<file path="src/rtl/cfg_lock_pkg.sv">
package cfg_lock_pkg;
  typedef enum logic [1:0] {
    LVL_OPEN  = 2'd0,
    LVL_BASIC = 2'd1,
    LVL_MID   = 2'd2,
    LVL_FULL  = 2'd3
  } lock_lvl_e;

  localparam int ADDR_W = 2;
  localparam logic [ADDR_W-1:0] A_CORE = 2'd0;
  localparam logic [ADDR_W-1:0] A_IDLE = 2'd1;
  localparam logic [ADDR_W-1:0] A_POL  = 2'd2;
  localparam logic [ADDR_W-1:0] A_OCC  = 2'd3;

  localparam int CORE_DT_LSB  = 0;
  localparam int CORE_DT_W    = 8;
  localparam int CORE_BE      = 8;
  localparam int CORE_BP      = 9;
  localparam int CORE_AOE     = 10;
  localparam int CORE_OSI     = 11;
  localparam int CORE_OSR     = 12;
  localparam int CORE_LVL_LSB = 13;
  localparam int CORE_USED    = 15;
endpackage

</file>
<file path="src/rtl/cfg_lock_level.sv">
module cfg_lock_level
  import cfg_lock_pkg::*;
(
  input  logic      clk,
  input  logic      rst_n,
  input  logic      wr_core,
  input  logic [1:0] lvl_in,
  output lock_lvl_e lvl
);
  lock_lvl_e lvl_q, lvl_d;
  logic      once_q, once_d;
  logic      lvl_ce;

  always_comb begin
    lvl_ce = wr_core & ~once_q;
    lvl_d  = lvl_ce ? lock_lvl_e'(lvl_in) : lvl_q;
    once_d = once_q | wr_core;
  end

  always_ff @(posedge clk or negedge rst_n) begin
    if (!rst_n) begin
      lvl_q  <= LVL_OPEN;
      once_q <= 1'b0;
    end else begin
      lvl_q  <= lvl_d;
      once_q <= once_d;
    end
  end

  assign lvl = lvl_q;
endmodule

</file>
<file path="src/rtl/cfg_lock_gate.sv">
module cfg_lock_gate
  import cfg_lock_pkg::*;
#(
  parameter int NCH = 2
) (
  input  lock_lvl_e      lvl,
  input  logic [NCH-1:0] chan_out,
  output logic           core_open,
  output logic           off_open,
  output logic [NCH-1:0] pol_open,
  output logic [NCH-1:0] occ_open
);
  always_comb begin
    core_open = (lvl == LVL_OPEN);
    off_open  = (lvl == LVL_OPEN) || (lvl == LVL_BASIC);
  end

  for (genvar c = 0; c < NCH; c++) begin : g_ch
    always_comb begin
      pol_open[c] = off_open || !chan_out[c];
      occ_open[c] = (lvl != LVL_FULL) || !chan_out[c];
    end
  end
endmodule

</file>
<file path="src/rtl/cfg_lock_chan.sv">
module cfg_lock_chan (
  input  logic       clk,
  input  logic       rst_n,
  input  logic       pol_ce,
  input  logic       occ_ce,
  input  logic [1:0] pol_d,
  input  logic [3:0] occ_d,
  output logic [1:0] pol_q,
  output logic [2:0] mode_q,
  output logic       pre_q
);
  logic [1:0] pol_n;
  logic [2:0] mode_n;
  logic       pre_n;

  always_comb begin
    pol_n  = pol_ce ? pol_d : pol_q;
    mode_n = occ_ce ? occ_d[2:0] : mode_q;
    pre_n  = occ_ce ? occ_d[3] : pre_q;
  end

  always_ff @(posedge clk or negedge rst_n) begin
    if (!rst_n) begin
      pol_q  <= 2'b00;
      mode_q <= 3'b000;
      pre_q  <= 1'b0;
    end else begin
      pol_q  <= pol_n;
      mode_q <= mode_n;
      pre_q  <= pre_n;
    end
  end
endmodule

</file>
<file path="src/rtl/cfg_lock_filter.sv">
module cfg_lock_filter
  import cfg_lock_pkg::*;
#(
  parameter int NCH    = 2,
  parameter int DATA_W = 16
) (
  input  logic              clk,
  input  logic              rst_n,
  input  logic              wr_en,
  input  logic [1:0]        wr_addr,
  input  logic [DATA_W-1:0] wr_data,
  input  logic [NCH-1:0]    chan_out,
  output logic [1:0]        lock_level,
  output logic [7:0]        dt_code,
  output logic              brk_en,
  output logic              brk_pol,
  output logic              auto_oe,
  output logic              off_idle,
  output logic              off_run,
  output logic [2*NCH-1:0]  idle_state,
  output logic [2*NCH-1:0]  ch_pol,
  output logic [3*NCH-1:0]  oc_mode,
  output logic [NCH-1:0]    oc_pre
);
  localparam int IDLE_W = 2 * NCH;

  lock_lvl_e      lvl;
  logic           wr_core, wr_idle, wr_pol, wr_occ;
  logic           core_open, off_open;
  logic [NCH-1:0] pol_open, occ_open;
  logic           unused_data;

  assign unused_data = ^wr_data[DATA_W-1:CORE_USED];

  always_comb begin
    wr_core = wr_en && (wr_addr == A_CORE);
    wr_idle = wr_en && (wr_addr == A_IDLE);
    wr_pol  = wr_en && (wr_addr == A_POL);
    wr_occ  = wr_en && (wr_addr == A_OCC);
  end

  cfg_lock_level u_level (
    .clk     (clk),
    .rst_n   (rst_n),
    .wr_core (wr_core),
    .lvl_in  (wr_data[CORE_LVL_LSB +: 2]),
    .lvl     (lvl)
  );

  cfg_lock_gate #(.NCH(NCH)) u_gate (
    .lvl       (lvl),
    .chan_out  (chan_out),
    .core_open (core_open),
    .off_open  (off_open),
    .pol_open  (pol_open),
    .occ_open  (occ_open)
  );

  // Core and idle fields: next-state logic with explicit enables
  logic             core_ce, off_ce, idle_ce;
  logic [7:0]       dt_n;
  logic             be_n, bp_n, aoe_n, osi_n, osr_n;
  logic [IDLE_W-1:0] idle_n;

  always_comb begin
    core_ce = wr_core && core_open;
    off_ce  = wr_core && off_open;
    idle_ce = wr_idle && core_open;
    dt_n    = core_ce ? wr_data[CORE_DT_LSB +: CORE_DT_W] : dt_code;
    be_n    = core_ce ? wr_data[CORE_BE]  : brk_en;
    bp_n    = core_ce ? wr_data[CORE_BP]  : brk_pol;
    aoe_n   = core_ce ? wr_data[CORE_AOE] : auto_oe;
    osi_n   = off_ce  ? wr_data[CORE_OSI] : off_idle;
    osr_n   = off_ce  ? wr_data[CORE_OSR] : off_run;
    idle_n  = idle_ce ? wr_data[IDLE_W-1:0] : idle_state;
  end

  always_ff @(posedge clk or negedge rst_n) begin
    if (!rst_n) begin
      dt_code    <= '0;
      brk_en     <= 1'b0;
      brk_pol    <= 1'b0;
      auto_oe    <= 1'b0;
      off_idle   <= 1'b0;
      off_run    <= 1'b0;
      idle_state <= '0;
    end else begin
      dt_code    <= dt_n;
      brk_en     <= be_n;
      brk_pol    <= bp_n;
      auto_oe    <= aoe_n;
      off_idle   <= osi_n;
      off_run    <= osr_n;
      idle_state <= idle_n;
    end
  end

  for (genvar c = 0; c < NCH; c++) begin : g_chan
    cfg_lock_chan u_chan (
      .clk    (clk),
      .rst_n  (rst_n),
      .pol_ce (wr_pol && pol_open[c]),
      .occ_ce (wr_occ && occ_open[c]),
      .pol_d  (wr_data[2*c +: 2]),
      .occ_d  (wr_data[4*c +: 4]),
      .pol_q  (ch_pol[2*c +: 2]),
      .mode_q (oc_mode[3*c +: 3]),
      .pre_q  (oc_pre[c])
    );
  end

  assign lock_level = lvl;
endmodule

</file>
<file path="config.mk">
export PLATFORM = sky130hd
export DESIGN_NAME = cfg_lock_filter
export DESIGN_NICKNAME = d
export VERILOG_FILES = /design/src/rtl/cfg_lock_pkg.sv /design/src/rtl/cfg_lock_level.sv /design/src/rtl/cfg_lock_gate.sv /design/src/rtl/cfg_lock_chan.sv /design/src/rtl/cfg_lock_filter.sv
export SDC_FILE = /design/constraint.sdc
export NUM_CORES = 1
export LEC_CHECK = 0
export BUFFER_PORTS_ARGS = -buffer_cell sky130_fd_sc_hd__buf_2
export CAP_MARGIN = 15
export CORE_ASPECT_RATIO = 0.9
export CORE_MARGIN = 5
export CORE_UTILIZATION = 46
export DETAILED_ROUTE_END_ITERATION = 6
export GPL_TIMING_DRIVEN = 0
export PLACE_DENSITY = 0.77
export SKIP_LAST_GASP = 1
export SYNTH_ARGS = -nofsm -noshare
export SYNTH_HDL_FRONTEND = slang
export SYNTH_HIERARCHICAL = 1
export SYNTH_SLANG_ARGS = --single-unit
</file>
<file path="constraint.sdc">
create_clock -name clk -period 4.3 [get_ports clk]
set_clock_uncertainty 0.05 [all_clocks]
set_input_delay 0.645 -clock clk [delete_from_list [all_inputs] [get_ports clk]]
set_output_delay 0.645 -clock clk [all_outputs]
set_load 0.02 [all_outputs]
</file>
; Word-level counts from Yosys, hierarchy flattened
; Cells that the tools add are included.
[word_totals]
elab_cells = 43
regBits = 32
romBits = 0
latch_bits = 0
ramBits = 0
mem_count = 0
[op_classes]
n_div = 0
mux = 0
bitwise = 3
n_lt_le_gt_ge = 0
n_mul = 0
n_eq_ne = 5
n_reduce_logical = 20
n_addsub = 0
shift = 0
[ops]
columns = operator, count
row1 = $logic_and 1x1->1, 11
row2 = $logic_or 1x1->1, 5
row3 = $eq 2x1->1 const B, 2
row4 = $eq 2x2->1 const B, 2
row5 = $logic_not 2->1, 2
row6 = $logic_not 1->1, 2
row7 = $ne 2x2->1 const B, 1
row8 = $and 1x1->1, 1
row9 = $not 1->1, 1
row10 = $or 1x1->1, 1

; Depth between registers and ports, before layout
; Gate-level depths: netlist (run 1).
[depth]
depth_word = 4
mapped_depth = 4

; Cells and area by module
; Netlist (run 1), hierarchy kept.
[modules_own_cells]
columns = mod, area_per_inst_um2, cells_each, seq_area_each_um2, instances
row1 = cfg_lock_filter, 745.7, 44, 425.4, 1
row2 = cfg_lock_chan, 217.7, 12, 150.1, 2
row3 = cfg_lock_level, 125.1, 7, 75.1, 1
row4 = cfg_lock_gate, 25.0, 6, 0.0, 1

; Worst setup path before layout (run 1)
; Ideal clock, no wire load.
[synth_timing]
path_type = input to register
startpoint = in wr_addr[1]
endpoint = reg brk_en
arrival_ns = 1.400
stages = 3
setup_slack_ns = 2.725
path_cell_list = and4bb_1 buf_6 mux2_4
[synth_via]
elab_chain_len = 3
[synth_lines]
columns = item, line_no
row1 = start: declaration, cfg_lock_filter.sv:10  ; input logic [1:0] wr_addr,
row2 = $logic_not 2->1, cfg_lock_filter.sv:36  ; wr_core = wr_en && (wr_addr == A_CORE);
row3 = $logic_and 1x1->1, cfg_lock_filter.sv:36
row4 = $logic_and 1x1->1, cfg_lock_filter.sv:66  ; core_ce = wr_core && core_open;
row5 = end signal: assignment, cfg_lock_filter.sv:89  ; brk_en <= be_n;
row6 = end: declaration, cfg_lock_filter.sv:15  ; output logic brk_en,
; Every way passes these cells.
; A chain may end at the register's enable or synchronous reset.

; Worst setup path in the final report (run 1)
[layout_timing]
startpoint = reg u_level.lvl_q[1] (netlist: u_level/lvl[1])
endpoint = out lock_level[1]
[layout_lines]
columns = item, line_no
row1 = start: declaration, cfg_lock_level.sv:10  ; lock_lvl_e lvl_q, lvl_d;
row2 = start signal: assignment, cfg_lock_level.sv:25  ; lvl_q <= lvl_d;
row3 = end: declaration, cfg_lock_filter.sv:13  ; output logic [1:0] lock_level,
; No word-level cell between the ends.

==> results of run 1 <==
-- worst register-to-register path, delay by kind of cell, from the launching register on --
family,cells,cell delay [ns]
AND/OR/NAND/NOR,2,0.41
flip-flops,1,0.47
buffers and inverters,1,0.20
multiplexers,1,0.31
-- through the flow --
stage,area [sq um],worst slack [ns],hold WS [ns],instances,utilization [%]
after floorplan,1331,2.725,0.2994,81,-
after global placement,1642,2.525,0.4330,173,59.26
after detailed placement,1642,2.506,0.4403,173,59.26
after CTS,1704,2.573,0.3122,181,61.52
after global routing,1704,2.506,0.3499,181,61.52
final,1704,2.589,0.2999,181,61.52
-- routing by layer --
metal,track usage [%],vias up,wire (um)
li1,-,406,-
met1,18.27,439,1154
met2,24.44,43,1315
met3,7.482,4,296
met4,4.348,0,21
met5,0,-,0
-- worst paths after layout --
| path | end | start | cells past startpoint |
|---|---|---|---|
| min in group clk | off_run | off_run | 1 |
| setup reg to reg | dt_code[2] | u_level/lvl[1] | 4 |
| hold reg to reg | off_run | off_run | 1 |
| hold / removal | u_level/once_q | rst_n | 1 |
| max in group asynchronous | off_run | rst_n | 1 |
| setup / recovery | lock_level[1] | u_level/lvl[1] | 1 |
-- sequential cells by signal (all words and copies together) (netlist names) --
| signal | cells |
|---|---|
| dt_code | 8 |
| g_chan.u_chan/mode_q | 6 |
| g_chan.u_chan/pol_q | 4 |
| idle_state | 4 |
| g_chan.u_chan/pre_q | 2 |
| u_level/lvl | 2 |
| auto_oe | 1 |
| brk_en | 1 |
| brk_pol | 1 |
| off_idle | 1 |
| off_run | 1 |
| u_level/once_q | 1 |
-- layout make-up --
cell class              count  area share [%]
repair buffers             52           15.27
clock inverters             1          0.4405
well taps                  40           2.937
clock buffers               7           3.231
plain buffers               1          0.6608
multi-input cells          47           30.25
inverters                   1          0.2203
flip-flops and latches     32           46.99
-- logic make-up (layout without fill, tap and decap cells) --
group | after synthesis | count (layout) | synth area share, %
flops | 32 | 32 | 60.15
mux | 31 | 31 | 29.61
buf+inv | 2 | 62 | 1.127
simple gates | 16 | 16 | 9.116
-- cells in the final DEF, fill, tap and decap left out --
cell type / n
nand4b_1: 1
dfrtp_1: 32
buf_2: 52
clkinvlp_4: 1
clkbuf_8: 1
and4bb_2: 1
and4bb_1: 1
buf_6: 1
nor2b_4: 1
nand2_1: 3
nor3b_1: 3
or2_2: 1
clkbuf_4: 5
nor2_1: 1
inv_1: 1
mux2_2: 19
mux2_4: 12
and4_2: 2
clkbuf_1: 1
nand3_1: 2
-- power by group --
part	switching (mW)	total, mW	internal (mW)
clock network	0.0975	0.177	0.0800
logic	0.208	0.384	0.176
registers	0.0536	0.451	0.397
==> flow_summary.yaml, run 1 <==
outcome:
  outcome: "finished clean"
power:
  ir_drop_mv: 0.2699
  power.static_leakage_nw: 0.8176
  power_density_nw_per_um2: 593.7
  pwr_total_mw: 1.012
route:
  dr_wl_cell_um: 15.40
  route.detailed.vias_per_inst: 4.928
  route.detailed.drc: 0
  dr_total_vias: 892
  drtIter0Drc: 30
  drt_pre_antenna_iters: 4
  route.antenna.remaining_nets: 0
  drt_wl_total_um: 2788
setup_path:
  timing.critical_path.required_ns: 3.61
  worst_path_max_delay_cell: "dfrtp_1"
  crit_family: "flip-flops"
  worst-path-buf-inv: 1
  critical_path.endpoint_type: "output port"
  critPathArrivalTime_ns: 1.02
  cell_chain_critical_path: "buf_2"
  startpoint_type: "flop"
  rrSetupSlack_ns: 2.76
  crit_type: "reg2out"
  crit_path_max_incr_delay_ns: 0.48
  timing.critical_path.fanout_max: 8
clocking:
  cts_tree: "done"
  clock-root-buffer: "clkbuf_4"
  clkSlewWorstSetupHoldPaths_ns: 0.10
  depth_of_the_cts_h_tree: 2
  cts.repair.resized: 0
  post-cts-setup-buffers: 0
  clock_path_buffers: 2
  clk_latency_worst_skew_pair_ns: 0.32
  clk_sinks: 32
  numCtsBuffers: 5
  post_cts_hold_buffer_count: 0
finish:
  n_fill_cell: 239
  seq_area_sq_um: 800.8
  multi_input_comb_area_sq_um: 515.5
  layout-area-overhead-vs-synth_pct: 28.01
  num-nets-final: 163
  antennaDiodeCount: 0
  drive_above_1_share_pct: 68.09
floorplan:
  num_rows: 18
  design.portCount: 54
  die_w_um: 66.71
  die_area_sq_um: 4071
  placeableCoreArea_sq_um: 2770
  start_util_pct: 48.06
  die_height_um: 61.04
grt:
  maximum_number_of_pins_on_one_net_before_global_route_repair: 33
  antenna_violations_before_repair: 0
  vias_in_the_first_global_route: 935
  grt_use_total_pct: 15.17
  grt_total_ovfl: 0
  grt_pass1_wl_um: 4374
timing:
  finalCritPeriodShare_pct: 39.80
  fin_setup_tns_ns: 0
  fmax_mhz: 584.3
  setup_repair_after_global_routing_missed_its_margin: "no"
  period_needed_ns: 1.711
  slew_viol_final: 0
  hold_violations_final: 0
  report.final.setup_viol: 0
  max_slew_margin_pct: 54.65
  tightestPinTransition_ns: 0.6803
synthesis:
  synth_largest_area_cell: "dfrtp_1"
  synth_enable_flop_cells: 0
  post-synth-top-area-fraction_pct: 60.15
  post_synth_num_cell_types: 15
  synth_commonest_cells: "32 x dfrtp_1, 19 x mux2_2, 12 x mux2_4"
  mappedNetlistArea_sq_um: 1331
  post_synthesis_sequential_area_ratio_pct: 60.15
  synth.most_common_cell: "dfrtp_1"
  synth_async_sr_flop_share_pct: 100.0
  mappedNetlistNets: 104
  yosys_warnings: 6
  syn-mean-instance-area_sq_um: 16.44
  ffs_latches_synth: 32
  number_of_cells_produced_by_synthesis: 81
  postSynth.topFlopCell: "dfrtp_1"
  synthTopCellsByArea: "dfrtp_1 60%, mux2_2 16%, mux2_4 14%"
place:
  port_buffers: 52
  place_congestion: 0.7642
  detailedPlacementHpwl_um: 2148
min_path:
  worst_hold_path_type: "in2async"
job:
  cap_violations: 0
No activity file was read; power rests on OpenSTA's default activity.
==> run 2: changes to the inputs <==
==> constraint.sdc (replaced) <==
create_clock -name clk -period 1.7 [get_ports clk]
set_clock_uncertainty 0.05 [all_clocks]
set_input_delay 0.255 -clock clk [delete_from_list [all_inputs] [get_ports clk]]
set_output_delay 0.255 -clock clk [all_outputs]
set_load 0.02 [all_outputs]
==> flow_summary.yaml, run 2 (synthesized netlist as in run 1, its figures left out) <==
setup_path:
  critical_path.endpoint_type: "flop"
  crit_family: "flip-flops"
  r2r.worst_path.cells: 4
  worst_path_max_delay_cell: "dfrtp_1"
  critPathArrivalTime_ns: 1.70
  timing.critical_path.required_ns: 1.86
  worst-path-buf-inv: 1
  crit_type: "reg2reg"
  timing.critical_path.fanout_max: 10
  crit_path_max_incr_delay_ns: 0.47
  startpoint_type: "flop"
  cell_chain_critical_path: "nor2_1 > and4bb_1 > buf_6 > mux2_4"
  critical_path_cell_count: 4
power:
  power.static_leakage_nw: 0.8218
  power.net_switching_mw: 0.9082
  power_density_nw_per_um2: 1494
  ir_drop_mv: 0.6821
  pwr-share-seq_pct: 44.5
  sw_ratio_pct: 35.46
  power.share.clock_pct: 17.5
  p_int_mw: 1.653
  pwr_total_mw: 2.561
  fraction_of_power_consumed_by_combinational_cells_pct: 38.0
finish:
  layout-area-overhead-vs-synth_pct: 28.76
  num-nets-final: 164
  layout_top_registers: "dt_code (8), g_chan.u_chan/mode_q (6)"
  drive_above_1_share_pct: 67.61
  flip_flop_count_of_the_largest_register_after_layout: 8
  layout.cells.most_common: "buf_2"
  regMostFlops: "dt_code"
  finalNonFillerCells: 182
  antennaDiodeCount: 0
  layout.core_utilization_pct: 61.88
  final_cell_mix: "52 x buf_2, 32 x dfrtp_1, 19 x mux2_2, 12 x mux2_4, 5 x clkbuf_4"
  n_fill_cell: 238
timing:
  setup_repair_after_global_routing_missed_its_margin: "no"
  finalCritPeriodShare_pct: 90.47
  max_slew_margin_pct: 54.37
  period_needed_ns: 1.538
  hold_violations_final: 0
  slew_viol_final: 0
  report.final.setup_viol: 0
  tightestPinTransition_ns: 0.6845
  fin_setup_tns_ns: 0
  fmax_mhz: 650.2
route:
  route.detailed.vias_per_inst: 4.929
  route.detailed.drc: 0
  route.antenna.remaining_nets: 0
  dr_total_vias: 897
  drt_pre_antenna_iters: 4
  drt_wl_total_um: 2796
  drtIter0Drc: 24
  dr_wl_cell_um: 15.36
floorplan:
  die_area_sq_um: 4071
  die_height_um: 61.04
  start_util_pct: 48.06
  placeableCoreArea_sq_um: 2770
  num_rows: 18
  design.portCount: 54
  die_w_um: 66.71
clocking:
  cts_tree: "done"
  clock_path_buffers: 2
  clock-root-buffer: "clkbuf_4"
  cts.repair.resized: 0
  clk_latency_worst_skew_pair_ns: 0.32
  clk_sinks: 32
  clkSlewWorstSetupHoldPaths_ns: 0.10
  numCtsBuffers: 5
  depth_of_the_cts_h_tree: 2
job:
  cap_violations: 0
grt:
  met2_capacity_usage_during_global_routing_pct: 24.44
  vias_in_the_first_global_route: 935
  grt.busiest_layer: "met2"
  groute.layer.met3.usage_pct: 7.482
  grt_total_ovfl: 0
  grt_util_met1_pct: 18.27
  grt_use_total_pct: 15.17
  antenna_violations_before_repair: 0
  maximum_number_of_pins_on_one_net_before_global_route_repair: 33
  grt_pass1_wl_um: 4374
place:
  port_buffers: 52
  detailedPlacementHpwl_um: 2148
  place_inst: 173
  place_congestion: 0.7642
min_path:
  hold-path-cell-count: 2
  worst_hold_path_type: "in2reg"
outcome:
  outcome: "finished clean"
## run 2: changes by cell type in the layout (fill, tap and decap cells not counted), sizes merged
cell / change
dlygate4sd3: +1
## run 2: layer usage
metal  routed length, um  vias up
met2                1329       43
met1                1153      441
li1                    -      409
met3                 292        4
met5                   0        -
met4                  21        0
## run 2: worst paths after layout
check                                from              to  slack (ns)
max                        u_level/lvl[1]      dt_code[2]        0.16
max reg2reg                u_level/lvl[1]      dt_code[2]        0.16
max in group asynchronous           rst_n         off_run        0.70
min reg2reg                       off_run         off_run        0.46
min                           wr_data[10]         auto_oe        0.11
min in group asynchronous           rst_n  u_level/once_q        0.45
## run 2: area by class of cell
class / count / area, sq um / share of cell area [%]
Buffer: 1 / 11.26 / 0.6569
Timing Repair Buffer: 53 / 270.3 / 15.77
Multi-Input combinational cell: 47 / 515.5 / 30.07
Clock buffer: 7 / 55.05 / 3.212
Clock inverter: 1 / 7.507 / 0.4380
Inverter: 1 / 3.754 / 0.2190
Sequential cell: 32 / 800.8 / 46.72
Tap cell: 40 / 50.05 / 2.920
## run 2: worst register-to-register path, cell delays in order (launching register included)
cell	delay, ns
dfrtp_1	0.47
nor2_1	0.14
and4bb_1	0.26
buf_6	0.20
mux2_4	0.31
## run 2: power by group through the flow
stage	clock, mW	combinational [mW]	sequential, mW
5_1_grt	0.508	1.03	1.18
2_1_floorplan	0	0.316	1.46
4_1_cts	0.462	0.988	1.14
3_5_place_dp	0	0.986	1.15
6_report	0.449	0.972	1.14
3_3_place_gp	0	0.967	1.14
## run 2: what timing repair did
item / CTS / global route
hold buffers: 1 / 0
endpoints found under the hold margin: 32 / 0
setup buffers: 0 / 0
## run 2: through the flow
stage / area (sq um) / setup WS, ns / hold slack [ns]
finish: 1714 / 0.1620 / 0.1110
global route: 1714 / 0.08347 / 0.09507
CTS: 1714 / 0.1520 / 0.09660
detailed placement: 1642 / 0.1610 / 0.2839
global placement: 1642 / 0.1907 / 0.2722
floorplan: 1331 / 0.1843 / -0.09059
==> run 3: changes to the inputs <==
--- a/config.mk
+++ b/config.mk
@@ -12,7 +12,7 @@
 export CORE_UTILIZATION = 46
 export DETAILED_ROUTE_END_ITERATION = 6
 export GPL_TIMING_DRIVEN = 0
-export PLACE_DENSITY = 0.77
+export PLACE_DENSITY = 0.83
 export SKIP_LAST_GASP = 1
 export SYNTH_ARGS = -nofsm -noshare
 export SYNTH_HDL_FRONTEND = slang
==> flow_summary.yaml, run 3 (synthesized netlist as in run 1, its figures left out) <==
outcome:
  outcome: "finished clean"
route:
  route.detailed.vias_per_inst: 5.006
  route.antenna.remaining_nets: 0
  dr_total_vias: 906
  drt_pre_antenna_iters: 2
  route.detailed.drc: 0
  dr_wl_cell_um: 15.39
  drt_wl_total_um: 2786
  drtIter0Drc: 23
floorplan:
  die_height_um: 61.04
  die_w_um: 66.71
  die_area_sq_um: 4071
  design.portCount: 54
  placeableCoreArea_sq_um: 2770
  num_rows: 18
  start_util_pct: 48.06
setup_path:
  timing.rr.start: "u_level/lvl[1]"
  cell_chain_critical_path: "nor2_1 > and4bb_1 > buf_6 > mux2_4"
  worst_path_max_delay_cell: "dfrtp_1"
  startpoint_type: "flop"
  r2r.worst_path.cells: 4
  timing.critical_path.fanout_max: 10
  cp-endpoint: "dt_code[4]"
  rrSetupSlack_ns: 0.16
  critical_path.endpoint_type: "flop"
  crit_type: "reg2reg"
  timing.critical_path.required_ns: 1.87
  reg2reg_to: "dt_code[4]"
  crit_path_start: "u_level/lvl[1]"
  critPathArrivalTime_ns: 1.71
  crit_path_max_incr_delay_ns: 0.46
timing:
  slew_viol_final: 0
  period_needed_ns: 1.540
  hold_violations_final: 0
  timing.hold.ws_ns: 0.1051
  finalCritPeriodShare_pct: 90.59
  setup_repair_after_global_routing_missed_its_margin: "no"
  fmax_mhz: 649.3
  max_slew_margin_pct: 53.64
  report.final.setup_viol: 0
  fin_setup_tns_ns: 0
  tightestPinTransition_ns: 0.6954
  fin_ws_ns: 0.1599
finish:
  regMostFlops: "dt_code"
  finish.instance_area_sq_um: 1717
  drive_above_1_share_pct: 68.09
  layout_top_registers: "dt_code (8), g_chan.u_chan/mode_q (6)"
  antennaDiodeCount: 0
  num-nets-final: 164
  finalNonFillerCells: 181
  layout.cells.most_common: "buf_2"
  layout-area-overhead-vs-synth_pct: 28.95
  final_cell_mix: "52 x buf_2, 32 x dfrtp_1, 19 x mux2_2, 12 x mux2_4, 5 x clkbuf_4"
  flip_flop_count_of_the_largest_register_after_layout: 8
  layout.core_utilization_pct: 61.97
power:
  power_density_nw_per_um2: 1511
  pwr_total_mw: 2.595
  fraction_of_power_consumed_by_combinational_cells_pct: 37.7
  power.net_switching_mw: 0.9095
  ir_drop_mv: 0.8277
  power.static_leakage_nw: 0.8276
  pwr-share-seq_pct: 44.0
  sw_ratio_pct: 35.06
  p_int_mw: 1.685
  power.share.clock_pct: 18.3
grt:
  vias_in_the_first_global_route: 967
  grt_total_ovfl: 0
  grt_pass1_wl_um: 4519
  antenna_violations_before_repair: 0
  maximum_number_of_pins_on_one_net_before_global_route_repair: 33
  grt_use_total_pct: 15.23
clocking:
  numCtsBuffers: 5
  clk_latency_worst_skew_pair_ns: 0.32
  clk_sinks: 32
  cts_tree: "done"
  clock-root-buffer: "clkbuf_4"
  clock_path_buffers: 2
  post-cts-setup-buffers: 0
  clkSlewWorstSetupHoldPaths_ns: 0.09
  depth_of_the_cts_h_tree: 2
min_path:
  hold_path.startpoint: "wr_data[9]"
  worst_hold_path_type: "in2reg"
place:
  detailedPlacementHpwl_um: 2142
  place_inst: 173
  dp_worst_setup_slack_ns: 0.1681
  place_congestion: 0.7292
  placed_cell_area_sq_um: 1642
  port_buffers: 52
job:
  cap_violations: 0
==> run 3: cell types whose count changed in the layout (fill, tap and decap cells not counted) <==
cell,change
clkbuf_8,+1
clkinvlp_4,-1
clkbuf_1,-1
==> run 3: what timing repair did <==
action / in CTS / in global routing
gates resized for setup: 0 / 0
hold endpoints to repair: 32 / 0
hold buffers: 1 / 0
==> run 3: how the worst min path moves through the flow <==
stage | endpoint | slack [ns] | cells after the start
finish | brk_pol | 0.11 | 2
global placement | g_chan[0].u_chan/mode_q[2] | 0.26 | 1
detailed placement | g_chan[0].u_chan/pre_q | 0.29 | 1
global route | brk_en | 0.10 | 2
CTS | brk_pol | 0.09 | 2
floorplan | auto_oe | -0.09 | 0
==> run 3: metal layers <==
metal | share of wire [%] | GRT usage [%] | vias up
met5 | 0 | 0 | -
li1 | - | - | 412
met3 | 6.4 | 4.562 | 5
met1 | 41 | 19.13 | 453
met2 | 51 | 24.15 | 36
met4 | 1.7 | 7.826 | 0
==> run 3: area by class of cell <==
cell class	instances	area (sq um)
Inverter	1	3.754
Multi-Input combinational cell	47	515.5
Tap cell	40	50.05
Fill cell	231	1054
Clock buffer	7	65.06
Sequential cell	32	800.8
Timing Repair Buffer	53	270.3
Buffer	1	11.26
==> run 3: worst max-delay path: cells and delay by family (launching register included) <==
kind	cells	cell delay [ns]
flops	1	0.46
simple gates	2	0.40
mux	1	0.32
buf+inv	1	0.19
==> run 3: power by group through the flow <==
stage / Combinational (mW) / Sequential [mW] / Clock [mW]
floorplan: 0.316 / 1.46 / 0
global placement: 0.969 / 1.14 / 0
detailed placement: 0.992 / 1.16 / 0
CTS: 0.997 / 1.15 / 0.490
global route: 1.04 / 1.18 / 0.518
finish: 0.979 / 1.14 / 0.474
